[src/rtl/sdc_pkg.sv]
package sdc_pkg;
  // frame and reply lengths in line bits
  localparam int unsigned FRM_BITS  = 48;
  localparam int unsigned RX_SHORT  = 47;   // bits after the start bit, short reply
  localparam int unsigned RX_LONG   = 135;  // bits after the start bit, long reply
  localparam int unsigned RSP_BITS  = 128;

  // command register bits
  localparam int unsigned CB_DATA = 6;
  localparam int unsigned CB_EN   = 12;

  // status bit positions
  localparam int unsigned ST_CRCBAD = 0;
  localparam int unsigned ST_CTMO   = 2;
  localparam int unsigned ST_DTMO   = 3;
  localparam int unsigned ST_REND   = 6;
  localparam int unsigned ST_SENT   = 7;
  localparam int unsigned ST_ACTIVE = 13;
  localparam int unsigned ST_BUSY   = 20;
  localparam int unsigned ST_BEND   = 21;
  localparam logic [31:0] CLR_MASK  = 32'h1FE0_0FFF;

  // register addresses
  localparam logic [2:0] A_ARG  = 3'd0;
  localparam logic [2:0] A_CMD  = 3'd1;
  localparam logic [2:0] A_RSP0 = 3'd2;
  localparam logic [2:0] A_RSP1 = 3'd3;
  localparam logic [2:0] A_RSP2 = 3'd4;
  localparam logic [2:0] A_RSP3 = 3'd5;
  localparam logic [2:0] A_DTMR = 3'd6;
  localparam logic [2:0] A_STAT = 3'd7;

  typedef enum logic [1:0] {RW_NONE, RW_SHORT_CRC, RW_SHORT_RAW, RW_LONG} rwait_t;
  typedef enum logic [2:0] {S_IDLE, S_TX, S_WAIT, S_RX, S_BUSY} cst_t;

  // CRC7, x^7 + x^3 + 1, shifted in MSB first
  function automatic logic [6:0] crc7_of(input logic [39:0] d);
    logic [6:0] c;
    logic fb;
    c = '0;
    for (int i = 39; i >= 0; i--) begin
      fb = d[i] ^ c[6];
      c  = {c[5:0], 1'b0};
      if (fb) c = c ^ 7'h09;
    end
    return c;
  endfunction
endpackage

[src/rtl/sdc_cmd_tx.sv]
module sdc_cmd_tx #(
  parameter int unsigned LEN = 48
) (
  input  logic           clk,
  input  logic           rst_n,
  input  logic           load,
  input  logic           abort,
  input  logic [LEN-1:0] frame,
  output logic           line,
  output logic           active,
  output logic           last
);
  localparam int unsigned CW = $clog2(LEN);

  logic [LEN-1:0] sh_q;
  logic [CW-1:0]  cnt_q;
  logic           act_q;

  assign last   = act_q && (cnt_q == CW'(LEN - 1));
  assign active = act_q;
  assign line   = act_q ? sh_q[LEN-1] : 1'b1;

  always_ff @(posedge clk or negedge rst_n) begin
    if (!rst_n) begin
      sh_q  <= '0;
      cnt_q <= '0;
      act_q <= 1'b0;
    end else if (abort) begin
      act_q <= 1'b0;
      cnt_q <= '0;
    end else if (load) begin
      sh_q  <= frame;
      cnt_q <= '0;
      act_q <= 1'b1;
    end else if (act_q) begin
      sh_q  <= {sh_q[LEN-2:0], 1'b0};
      cnt_q <= cnt_q + 1'b1;
      if (last) act_q <= 1'b0;
    end
  end
endmodule

[src/rtl/sdc_cmd_rx.sv]
module sdc_cmd_rx #(
  parameter int unsigned SHORT_N = 47,
  parameter int unsigned LONG_N  = 135,
  parameter int unsigned KEEP    = 128
) (
  input  logic            clk,
  input  logic            rst_n,
  input  logic            arm,
  input  logic            long_sel,
  input  logic            abort,
  input  logic            bit_in,
  output logic            done,
  output logic [KEEP-1:0] sr
);
  localparam int unsigned CW = $clog2(LONG_N);

  logic [CW-1:0] cnt_q;
  logic          act_q;
  logic          long_q;
  logic          done_q;
  logic [KEEP-1:0] sr_q;
  logic [CW-1:0] need;

  assign need = long_q ? CW'(LONG_N - 1) : CW'(SHORT_N - 1);
  assign done = done_q;
  assign sr   = sr_q;

  always_ff @(posedge clk or negedge rst_n) begin
    if (!rst_n) begin
      cnt_q  <= '0;
      act_q  <= 1'b0;
      long_q <= 1'b0;
      done_q <= 1'b0;
      sr_q   <= '0;
    end else begin
      done_q <= 1'b0;
      if (abort) begin
        act_q <= 1'b0;
      end else if (arm) begin
        act_q  <= 1'b1;
        cnt_q  <= '0;
        long_q <= long_sel;
      end else if (act_q) begin
        sr_q  <= {sr_q[KEEP-2:0], bit_in};
        cnt_q <= cnt_q + 1'b1;
        if (cnt_q == need) begin
          act_q  <= 1'b0;
          done_q <= 1'b1;
        end
      end
    end
  end
endmodule

[src/rtl/sdc_cmd_path.sv]
module sdc_cmd_path
  import sdc_pkg::*;
#(
  parameter int unsigned RSP_TMO = 64,
  parameter int unsigned TMR_W   = 32
) (
  input  logic        clk,
  input  logic        rst_n,
  input  logic        reg_we,
  input  logic [2:0]  reg_addr,
  input  logic [31:0] reg_wdata,
  output logic [31:0] reg_rdata,
  output logic        cmd_out,
  output logic        cmd_oe,
  input  logic        cmd_in,
  input  logic        d0_in
);
  localparam int unsigned WC_W = $clog2(RSP_TMO);

  logic [31:0]      arg_q, cmd_q, flags_q;
  logic [31:0]      rsp_q [4];
  logic [TMR_W-1:0] dtmr_q, tmr_q;
  logic [WC_W-1:0]  wcnt_q;
  cst_t             st_q, st_d;

  // named events, brought out for the checker
  logic ev_sent, ev_rend, ev_crcbad, ev_ctmo, ev_bend, ev_dtmo;
  logic [31:0] set_vec, stat_w;
  logic in_wait;

  logic wr_cmd, cmd_zero, cmd_go, rx_arm, rx_done, tx_last, tx_act;
  logic crc_bad, busy_req, busy_now, active;
  logic [FRM_BITS-1:0] tx_frame;
  logic [RSP_BITS-1:0] rx_sr;
  rwait_t rmode;

  assign wr_cmd   = reg_we && (reg_addr == A_CMD);
  assign cmd_zero = wr_cmd && (reg_wdata == 32'd0);
  assign cmd_go   = wr_cmd && !cmd_q[CB_EN] && reg_wdata[CB_EN];
  assign rmode    = rwait_t'(cmd_q[9:8]);
  assign tx_frame = {2'b01, reg_wdata[5:0], arg_q,
                     crc7_of({2'b01, reg_wdata[5:0], arg_q}), 1'b1};
  assign crc_bad  = crc7_of({1'b0, rx_sr[RX_SHORT-1:8]}) != rx_sr[7:1];
  assign busy_req = ((rmode == RW_SHORT_CRC) || (rmode == RW_SHORT_RAW)) &&
                    !cmd_q[CB_DATA] && (dtmr_q != '0);
  assign busy_now = (st_q == S_BUSY) && !d0_in;
  assign active   = (st_q != S_IDLE);
  assign in_wait  = (st_q == S_WAIT);
  assign cmd_oe   = tx_act;

  sdc_cmd_tx #(.LEN(FRM_BITS)) u_tx (
    .clk(clk), .rst_n(rst_n), .load(cmd_go), .abort(cmd_zero),
    .frame(tx_frame), .line(cmd_out), .active(tx_act), .last(tx_last)
  );

  sdc_cmd_rx #(.SHORT_N(RX_SHORT), .LONG_N(RX_LONG), .KEEP(RSP_BITS)) u_rx (
    .clk(clk), .rst_n(rst_n), .arm(rx_arm), .long_sel(rmode == RW_LONG),
    .abort(cmd_zero), .bit_in(cmd_in), .done(rx_done), .sr(rx_sr)
  );

  always_comb begin
    st_d      = st_q;
    rx_arm    = 1'b0;
    ev_sent   = 1'b0;
    ev_rend   = 1'b0;
    ev_crcbad = 1'b0;
    ev_ctmo   = 1'b0;
    ev_bend   = 1'b0;
    ev_dtmo   = 1'b0;
    case (st_q)
      S_IDLE: if (cmd_go) st_d = S_TX;
      S_TX: if (tx_last) begin
        if (rmode == RW_NONE) begin
          ev_sent = 1'b1;
          st_d    = S_IDLE;
        end else begin
          st_d = S_WAIT;
        end
      end
      S_WAIT: begin
        if (!cmd_in) begin
          rx_arm = 1'b1;
          st_d   = S_RX;
        end else if (wcnt_q == WC_W'(RSP_TMO - 1)) begin
          ev_ctmo = 1'b1;
          st_d    = S_IDLE;
        end
      end
      S_RX: if (rx_done) begin
        if ((rmode == RW_SHORT_CRC) && crc_bad) begin
          ev_crcbad = 1'b1;
          st_d      = S_IDLE;
        end else begin
          ev_rend = 1'b1;
          st_d    = (busy_req && !d0_in) ? S_BUSY : S_IDLE;
        end
      end
      S_BUSY: begin
        if (d0_in) begin
          ev_bend = 1'b1;
          st_d    = S_IDLE;
        end else if (tmr_q == dtmr_q - 1'b1) begin
          ev_dtmo = 1'b1;
          st_d    = S_IDLE;
        end
      end
      default: st_d = S_IDLE;
    endcase
    if (cmd_zero) st_d = S_IDLE;
  end

  always_comb begin
    set_vec            = '0;
    set_vec[ST_CRCBAD] = ev_crcbad;
    set_vec[ST_CTMO]   = ev_ctmo;
    set_vec[ST_DTMO]   = ev_dtmo;
    set_vec[ST_REND]   = ev_rend;
    set_vec[ST_SENT]   = ev_sent;
    set_vec[ST_BEND]   = ev_bend;
  end

  always_ff @(posedge clk or negedge rst_n) begin
    if (!rst_n) begin
      st_q    <= S_IDLE;
      arg_q   <= '0;
      cmd_q   <= '0;
      dtmr_q  <= '0;
      flags_q <= '0;
      wcnt_q  <= '0;
      tmr_q   <= '0;
      for (int k = 0; k < 4; k++) rsp_q[k] <= '0;
    end else begin
      st_q   <= st_d;
      wcnt_q <= (st_q == S_WAIT) ? wcnt_q + 1'b1 : '0;
      tmr_q  <= (st_q == S_BUSY) ? tmr_q + 1'b1 : '0;
      if (reg_we && reg_addr == A_ARG)  arg_q  <= reg_wdata;
      if (reg_we && reg_addr == A_DTMR) dtmr_q <= reg_wdata[TMR_W-1:0];
      if (cmd_zero || cmd_go || (wr_cmd && !cmd_q[CB_EN])) cmd_q <= reg_wdata;
      if (reg_we && reg_addr == A_STAT)
        flags_q <= (flags_q & ~(reg_wdata & CLR_MASK)) | set_vec;
      else
        flags_q <= flags_q | set_vec;
      if ((st_q == S_RX) && rx_done) begin
        if (rmode == RW_LONG) begin
          for (int k = 0; k < 4; k++)
            rsp_q[k] <= rx_sr[RSP_BITS-1-32*k -: 32];
        end else begin
          rsp_q[0] <= rx_sr[39:8];
        end
      end
    end
  end

  assign stat_w = flags_q | (32'(busy_now) << ST_BUSY) | (32'(active) << ST_ACTIVE);

  always_comb begin
    case (reg_addr)
      A_ARG:   reg_rdata = arg_q;
      A_CMD:   reg_rdata = cmd_q;
      A_RSP0:  reg_rdata = rsp_q[0];
      A_RSP1:  reg_rdata = rsp_q[1];
      A_RSP2:  reg_rdata = rsp_q[2];
      A_RSP3:  reg_rdata = rsp_q[3];
      A_DTMR:  reg_rdata = 32'(dtmr_q);
      default: reg_rdata = stat_w;
    endcase
  end
endmodule

[config.mk]
export PLATFORM = sky130hd
export DESIGN_NAME = sdc_cmd_path
export DESIGN_NICKNAME = d
export VERILOG_FILES = /design/src/rtl/sdc_pkg.sv /design/src/rtl/sdc_cmd_tx.sv /design/src/rtl/sdc_cmd_rx.sv /design/src/rtl/sdc_cmd_path.sv
export SDC_FILE = /design/constraint.sdc
export NUM_CORES = 1
export LEC_CHECK = 0
export BUFFER_PORTS_ARGS = -buffer_cell sky130_fd_sc_hd__buf_2
export CORE_MARGIN = 8
export CORE_UTILIZATION = 45
export CTS_BUF_LIST = sky130_fd_sc_hd__clkbuf_4 sky130_fd_sc_hd__clkbuf_8
export DETAILED_ROUTE_END_ITERATION = 6
export PLACE_DENSITY_LB_ADDON = 0.2
export SYNTH_ARGS = -nofsm -noshare
export SYNTH_HDL_FRONTEND = slang
export SYNTH_SLANG_ARGS = --single-unit
[constraint.sdc]
create_clock -name clk -period 4.27 [get_ports clk]
set_input_delay 0 -clock clk [delete_from_list [all_inputs] [get_ports clk]]
set_output_delay 0 -clock clk [all_outputs]
set_load 0.02 [all_outputs]
==> qor.txt, run 1 <==
EDFF count, synth -> 0
Worst slew pin tran -> 1.10 ns
Final HPWL DP -> 50700 um
Die Wd -> 245 um
Yosys warning total -> 0
R2R setup slack -> 0.35 ns
Finished Layout Cells -> 2854
Clock Tree Root -> clkbuf_8
Maximum clock path buffer count -> 3
Outcome -> completed
Relative slew slack -> 0.262
# DRC -> 0
Area delta synth->final -> 14.5%
Worst Hold End -> flags_q[26]
Final instance area -> 27000 um2
DRT Wirelength -> 71300 um
Path depth of the worst reg2reg path -> 11
Avg Vias per Cell -> 5.78
Min Hold Slack -> 0.135 ns
I/O pin total -> 74
Drt wl/cell -> 25.0 um
Post-synthesis cell area -> 23600 um2
Cts bufs inserted -> 82
Most used routing layer -> met2
Number of synthesized register bits -> 479
Final nets -> 2151
Count of final setup violators -> 0
Arrival time worst endpoint -> 4.53 ns
Layout cell share with drive strength beyond 1 -> 0.289
Clk slew on worst S/H paths -> 0.06 ns
Slew Viols, Final -> 0
Placed insts -> 2667
Slowest CP cell -> dlygate4sd3_1
Core area -> 52200 um2
Fin crit period -> 3.92 ns
Largest net degree at the start of global routing -> 127
Placed Area -> 24800 um2
Seq/Total Area, Yosys -> 0.508
Reg area -> 12000 um2
Critical path class -> register to register
Final Util -> 0.518
First-pass GRT wire length -> 108000 um
Crit-path cells -> inv_1 > ha_1 > nor4b_2 > nand3_1 > or3_1 > xnor2_1 > or4_4 > nor4_2 > nand4_1 > o31ai_1 > dlygate4sd3_1
Critical R2R Capture -> flags_q[3]
Critical R2R Launch -> dtmr_q[0]
Avg Cell Area, Syn -> 11.9 um2
Pwr Density -> 647 nW/um2
PortBufs -> 73
RSZ-0062 raised after global routing -> no
Vias in the first global route -> 16.4k
Hold Crit Class -> input port to register
Met1 global-route usage -> 0.339
Setup TNS -> 0 ns
Die area -> 60100 um2
F_max -> 0.255 GHz
Leading register cell type out of synthesis -> dfrtp_1
Pre-antenna DRT Iters -> 5
CP Capture Type -> register
Cell variety after synth -> 66
DR vias -> 16.5k
Final setup margin -> 0.348 ns
Synthesized instance count -> 1987
Die height -> 245 um
Worst path max stage delay -> 0.58 ns
Maximum fanout along the worst path -> 7
Dpl ws -> 0.706 ns
Grt met2 use -> 0.357
CP top delay family -> simple AND/OR/NAND/NOR gates
Final Hold Fails -> 0
Routed Antenna Nets -> 0
Worst Skew -> 0.0315 ns
TritonCTS clock tree -> yes
Synth area leaders -> dfrtp_1 51%, mux2_2 16%, mux2i_1 4.2%, xnor2_1 4.2%, nor2_1 2.4%
H-tree Lvls -> 3
Worst VDD drop -> 0.990 mV
Antenna violations before repair -> 3
CTS sink cnt -> 479
FFs w/ async S/R, synth -> 1.00
Clock Latency Late Sink -> 0.67 ns
Hold path start -> reg_wdata[26]
Initial Util -> 0.452
Fin crit share -> 0.918
Post-synth top area cell -> dfrtp_1
Share of the synthesized area in the top cell type -> 0.508
Crit start category -> register
Total grt overflow -> 0
GR Util All Layers -> 0.237
Buf+Inv Stages, Crit Path -> 2
1st-iter DRT viols -> 1204
Max-Cap Viols -> 0
Hold Crit Depth -> 3
Static leakage -> 12.7 nW
Critical Path RT -> 4.88 ns
FP Rows -> 84
GP Congestion -> 0.944
Total power draw -> 17.5 mW
Syn Nets -> 2037
Multi-input gate area -> 11200 um2
Fillers -> 4486
GR Util met3 -> 0.0467
synthesized netlist by cell type, drive strengths merged (12+ instances only):
cell type / instances
nand4: 17
a21boi: 14
a21oi: 85
nand2: 121
nor3: 18
buf: 30
mux2i: 98
nand3: 29
a22oi: 13
mux2: 336
xor2: 61
dfrtp: 479
nor4: 15
xnor2: 112
and3: 14
nor2: 149
o21ai: 87
o22ai: 12
clkbuf: 84
nand2b: 13
inv: 16
xnor3: 22
mux4: 12
a221oi: 21
worst max path at each step:
stage	startpoint	end	depth (start not counted)
after floorplan	dtmr_q[13]	st_q[0]	11
after global placement	dtmr_q[0]	st_q[0]	11
after detailed placement	dtmr_q[0]	st_q[0]	11
after CTS	dtmr_q[0]	flags_q[3]	11
after global routing	dtmr_q[0]	flags_q[3]	11
final	dtmr_q[0]	flags_q[3]	11
what timing repair did:
item,in CTS,in global routing
resized for setup,0,1
endpoints found under the setup margin,0,1
hold endpoints to repair,229,0
hold buffers,38,0
setup buffers,0,0
metal layers:
metal  vias up  wire (um)
met5         -         13
met1      8495      32400
met3       125       4830
met2       515      32100
li1       7366          -
met4         2       1990
kinds of logic after synthesis:
family          count (synthesis)  synth area share
fa+ha+maj                      10           0.00530
compound gates                292            0.0775
xor+xnor                      198            0.0882
simple gates                  431            0.0871
buf+inv                       131            0.0212
flops                         479             0.508
mux                           446             0.213
report_power, final:
part | internal [mW] | total (mW) | switching [mW]
Sequential | 4.92 | 5.70 | 0.785
Combinational | 3.84 | 7.15 | 3.31
Clock | 2.68 | 4.64 | 1.96
flip-flops by register name, summed over array words and instances, names as in the netlist, 3 cells and up:
| register | count |
|---|---|
| flags_q | 20 |
| cmd_q | 32 |
| u_tx.cnt_q | 6 |
| rsp_q | 128 |
| u_rx.cnt_q | 8 |
| u_tx.sh_q | 48 |
| u_rx.sr | 128 |
| arg_q | 32 |
| tmr_q | 32 |
| st_q | 3 |
| wcnt_q | 6 |
| dtmr_q | 32 |
worst reg2reg max path, stage by stage (launching register included):
cell and delay, ns:
dfrtp_1 0.46, inv_1 0.12, ha_1 0.24, nor4b_2 0.36
nand3_1 0.19, or3_1 0.36, xnor2_1 0.14, or4_4 0.53
nor4_2 0.26, nand4_1 0.33, o31ai_1 0.30, dlygate4sd3_1 0.58
layout by cell type (no fill, tap or decap), drive strengths merged, types with 14 or more instances in the layout:
cell and n:
a21boi 14, nor4 15, xnor3 22, a221oi 21, buf 107, nand4 17, xor2 61, o21ai 87
clkbuf 123, nor3 18, and3 14, dlygate4sd3 37, xnor2 112, mux2i 98, clkinv 14, nand3 29
a21oi 85, inv 20, mux2 336, nor2 149, dfrtp 479, nand2 121
cell type report:
class,count,area share
Antenna cell,1,0.0000926
Clock inverter,25,0.0115
Tap cell,688,0.0318
Timing Repair Buffer,144,0.0404
Inverter,17,0.00236
Multi-Input combinational cell,1377,0.414
Clock buffer,123,0.0566
Sequential cell,479,0.443
Note: power is estimated with default switching activity, not from simulation.
==> run 2: changes to the inputs <==
REMOVE_ABC_BUFFERS = 1   (was default)
==> qor.txt, run 2 (synthesis gave the netlist of run 1 again) <==
Commonest non-fill, non-tap cells in the layout -> 479 x dfrtp_1, 336 x mux2_2, 149 x nor2_1, 119 x nand2_1, 114 x clkbuf_8
Commonest non-fill, non-tap cell in the layout -> dfrtp_1
Clk pwr share -> 0.270 (+0.005)
Routed Antenna Nets -> 0 (unchanged)
Slew Viols, Final -> 0 (unchanged)
Worst VDD drop -> 0.977 mV (-1.3%)
Worst path max stage delay -> 0.60 ns (+0.02 ns)
CP Capture Type -> register
Max-Cap Viols -> 0 (unchanged)
Die Wd -> 245 um (unchanged)
Crit-path cells -> inv_1 > ha_1 > nor4b_1 > nand3_1 > or3_1 > xnor2_1 > or4_4 > nor4_2 > nand4_1 > o31ai_1 > dlygate4sd3_1
Post-cts hold buffer count -> 36 (-5.3%)
Total grt overflow -> 0 (unchanged)
Fin crit share -> 0.955 (+0.0362)
Arrival time worst endpoint -> 4.68 ns (+0.15 ns)
Min Hold Slack -> -0.00799 ns (-0.143 ns)
Outcome -> complete, but fails checks
Clk slew on worst S/H paths -> 0.06 ns (about the same)
1st-iter DRT viols -> 1277 (+6.1%)
Area delta synth->final -> 14.7%
Setup bufs post-CTS -> 0 (unchanged)
Maximum clock path buffer count -> 3 (unchanged)
Clock Latency Late Sink -> 0.69 ns (+0.02 ns)
GP Congestion -> 0.928 (-1.7%)
Failing checks -> negative hold slack
I/O pin total -> 74 (unchanged)
Relative slew slack -> 0.296 (+0.0337)
Final HPWL DP -> 49400 um (-2.4%)
Met1 global-route usage -> 0.324 (-0.0149)
# DRC -> 0 (unchanged)
Die height -> 245 um (unchanged)
Total power draw -> 17.6 mW (+0.67%)
Pre-antenna DRT Iters -> 5 (unchanged)
Static leakage -> 12.7 nW (+0.23%)
F_max -> 0.245 GHz (-3.8%)
Core area -> 52200 um2 (unchanged)
Final Hold Fails -> 4 (+4)
Final nets -> 2153 (+0.093%)
GR Util met3 -> 0.0398 (-0.00696)
RSZ-0062 raised after global routing -> no
Die area -> 60100 um2 (unchanged)
Avg Vias per Cell -> 5.74 (-0.73%)
DR vias -> 16.4k (-0.45%)
Critical Path RT -> 4.87 ns (about the same)
Slowest CP cell -> dlygate4sd3_1
Initial Util -> 0.452 (unchanged)
Clock Tree Root -> clkbuf_8
Internal power -> 11.5 mW (+0.66%)
Vias in the first global route -> 16.8k (+1.9%)
Post-cts sizing count -> 0 (unchanged)
GR Util All Layers -> 0.230 (-0.00647)
Switching Fraction -> 0.346 (about the same)
Count of final setup violators -> 0 (unchanged)
Crit path from -> dtmr_q[0]
Net Switching -> 6.10 mW (+0.69%)
Worst Skew -> 0.0362 ns (+0.00463 ns)
Largest net degree at the start of global routing -> 114 (-10%)
Maximum fanout along the worst path -> 7 (unchanged)
DRT Wirelength -> 69400 um (-2.7%)
TritonCTS clock tree -> yes
Grt met2 use -> 0.357 (+0.000899)
Comb pwr share -> 0.402 (-0.007)
Drt wl/cell -> 24.2 um (-3.0%)
Critical R2R Launch -> dtmr_q[0]
FP Rows -> 84 (unchanged)
Layout cell share with drive strength beyond 1 -> 0.291 (+0.00262)
CTS sink cnt -> 479 (unchanged)
PortBufs -> 73 (unchanged)
Pwr Density -> 650 nW/um2 (+0.50%)
H-tree Lvls -> 3 (unchanged)
Fin crit period -> 4.08 ns (+0.154 ns)
Crit start category -> register
Most used routing layer -> met2
Seq pwr share -> 0.327 (about the same)
Critical path class -> register to register
Antenna violations before repair -> 2 (-1)
Hold Crit Class -> input port to async pin
Cts bufs inserted -> 86 (+4.9%)
Worst slew pin tran -> 1.05 ns (-0.0504 ns)
First-pass GRT wire length -> 106000 um (-1.8%)
[run 2: changes by cell type in the layout (fill, tap and decap cells not counted), sizes merged]
cell	before	now
clkinv	14	7
buf	107	106
clkbuf	123	142
inv	20	21
dlygate4sd3	37	36
bufinv	6	2
clkinvlp	2	3
[run 2: per-layer routing]
layer / wire [um] / share of wire
met5: 0 / 0
met4: 1890 / 0.027
met3: 4120 / 0.059
met2: 32100 / 0.46
met1: 31200 / 0.45
[run 2: worst paths after layout]
| kind | end | slack [ns] | depth (start not counted) |
|---|---|---|---|
| setup reg to reg | flags_q[3] | 0.19 | 11 |
| hold / removal | u_rx.sr[90] | -0.008 | 2 |
| max in group asynchronous | u_tx.sh_q[14] | 3.05 | 3 |
| hold reg to reg | u_tx.sh_q[0] | 0.48 | 2 |
| setup / recovery | flags_q[3] | 0.19 | 11 |
| min in group clk | flags_q[22] | 0.09 | 3 |
[run 2: power by group through the flow]
stage	clock, mW	combinational, mW	sequential, mW
global placement	0	6.95	5.82
global route	5.08	7.71	5.82
CTS	4.88	7.15	5.76
finish	4.76	7.08	5.77
detailed placement	0	7.11	5.84
floorplan	0	6.04	5.40
[run 2: area by class of cell]
cell class                 count  area (um2)
multi-input combinational   1377       11200
inverter                      17        63.8
clock buffer                 142        1780
clock inverter                16         159
sequential                   479       12000
antenna                        1        2.50
timing repair buffer         142        1050
fill                        4616       25200
tap                          688         861
[run 2: stage by stage]
step           worst slack (ns)  utilization  area [um2]  setup TNS [ns]  std cells
2_1_floorplan             -3.39            -       23200         -493.20       1873
3_3_place_gp              0.856        0.474       24800               0       2667
3_5_place_dp              0.736        0.474       24800               0       2667
4_1_cts                   0.291        0.518       27100               0       2861
5_1_grt                  0.0324        0.518       27100               0       2861
6_report                  0.194        0.519       27100               0       2862
[run 2: critical path, delay by kind of cell (launching register included)]
family | cells | cell delay [ns]
xor gates and xnor gates | 1 | 0.14
DFF | 1 | 0.45
buffers and inverters | 2 | 0.71
adders and majority gates | 1 | 0.26
and+or+nand+nor | 6 | 2.11
AOI/OAI and AO/OA | 1 | 0.34
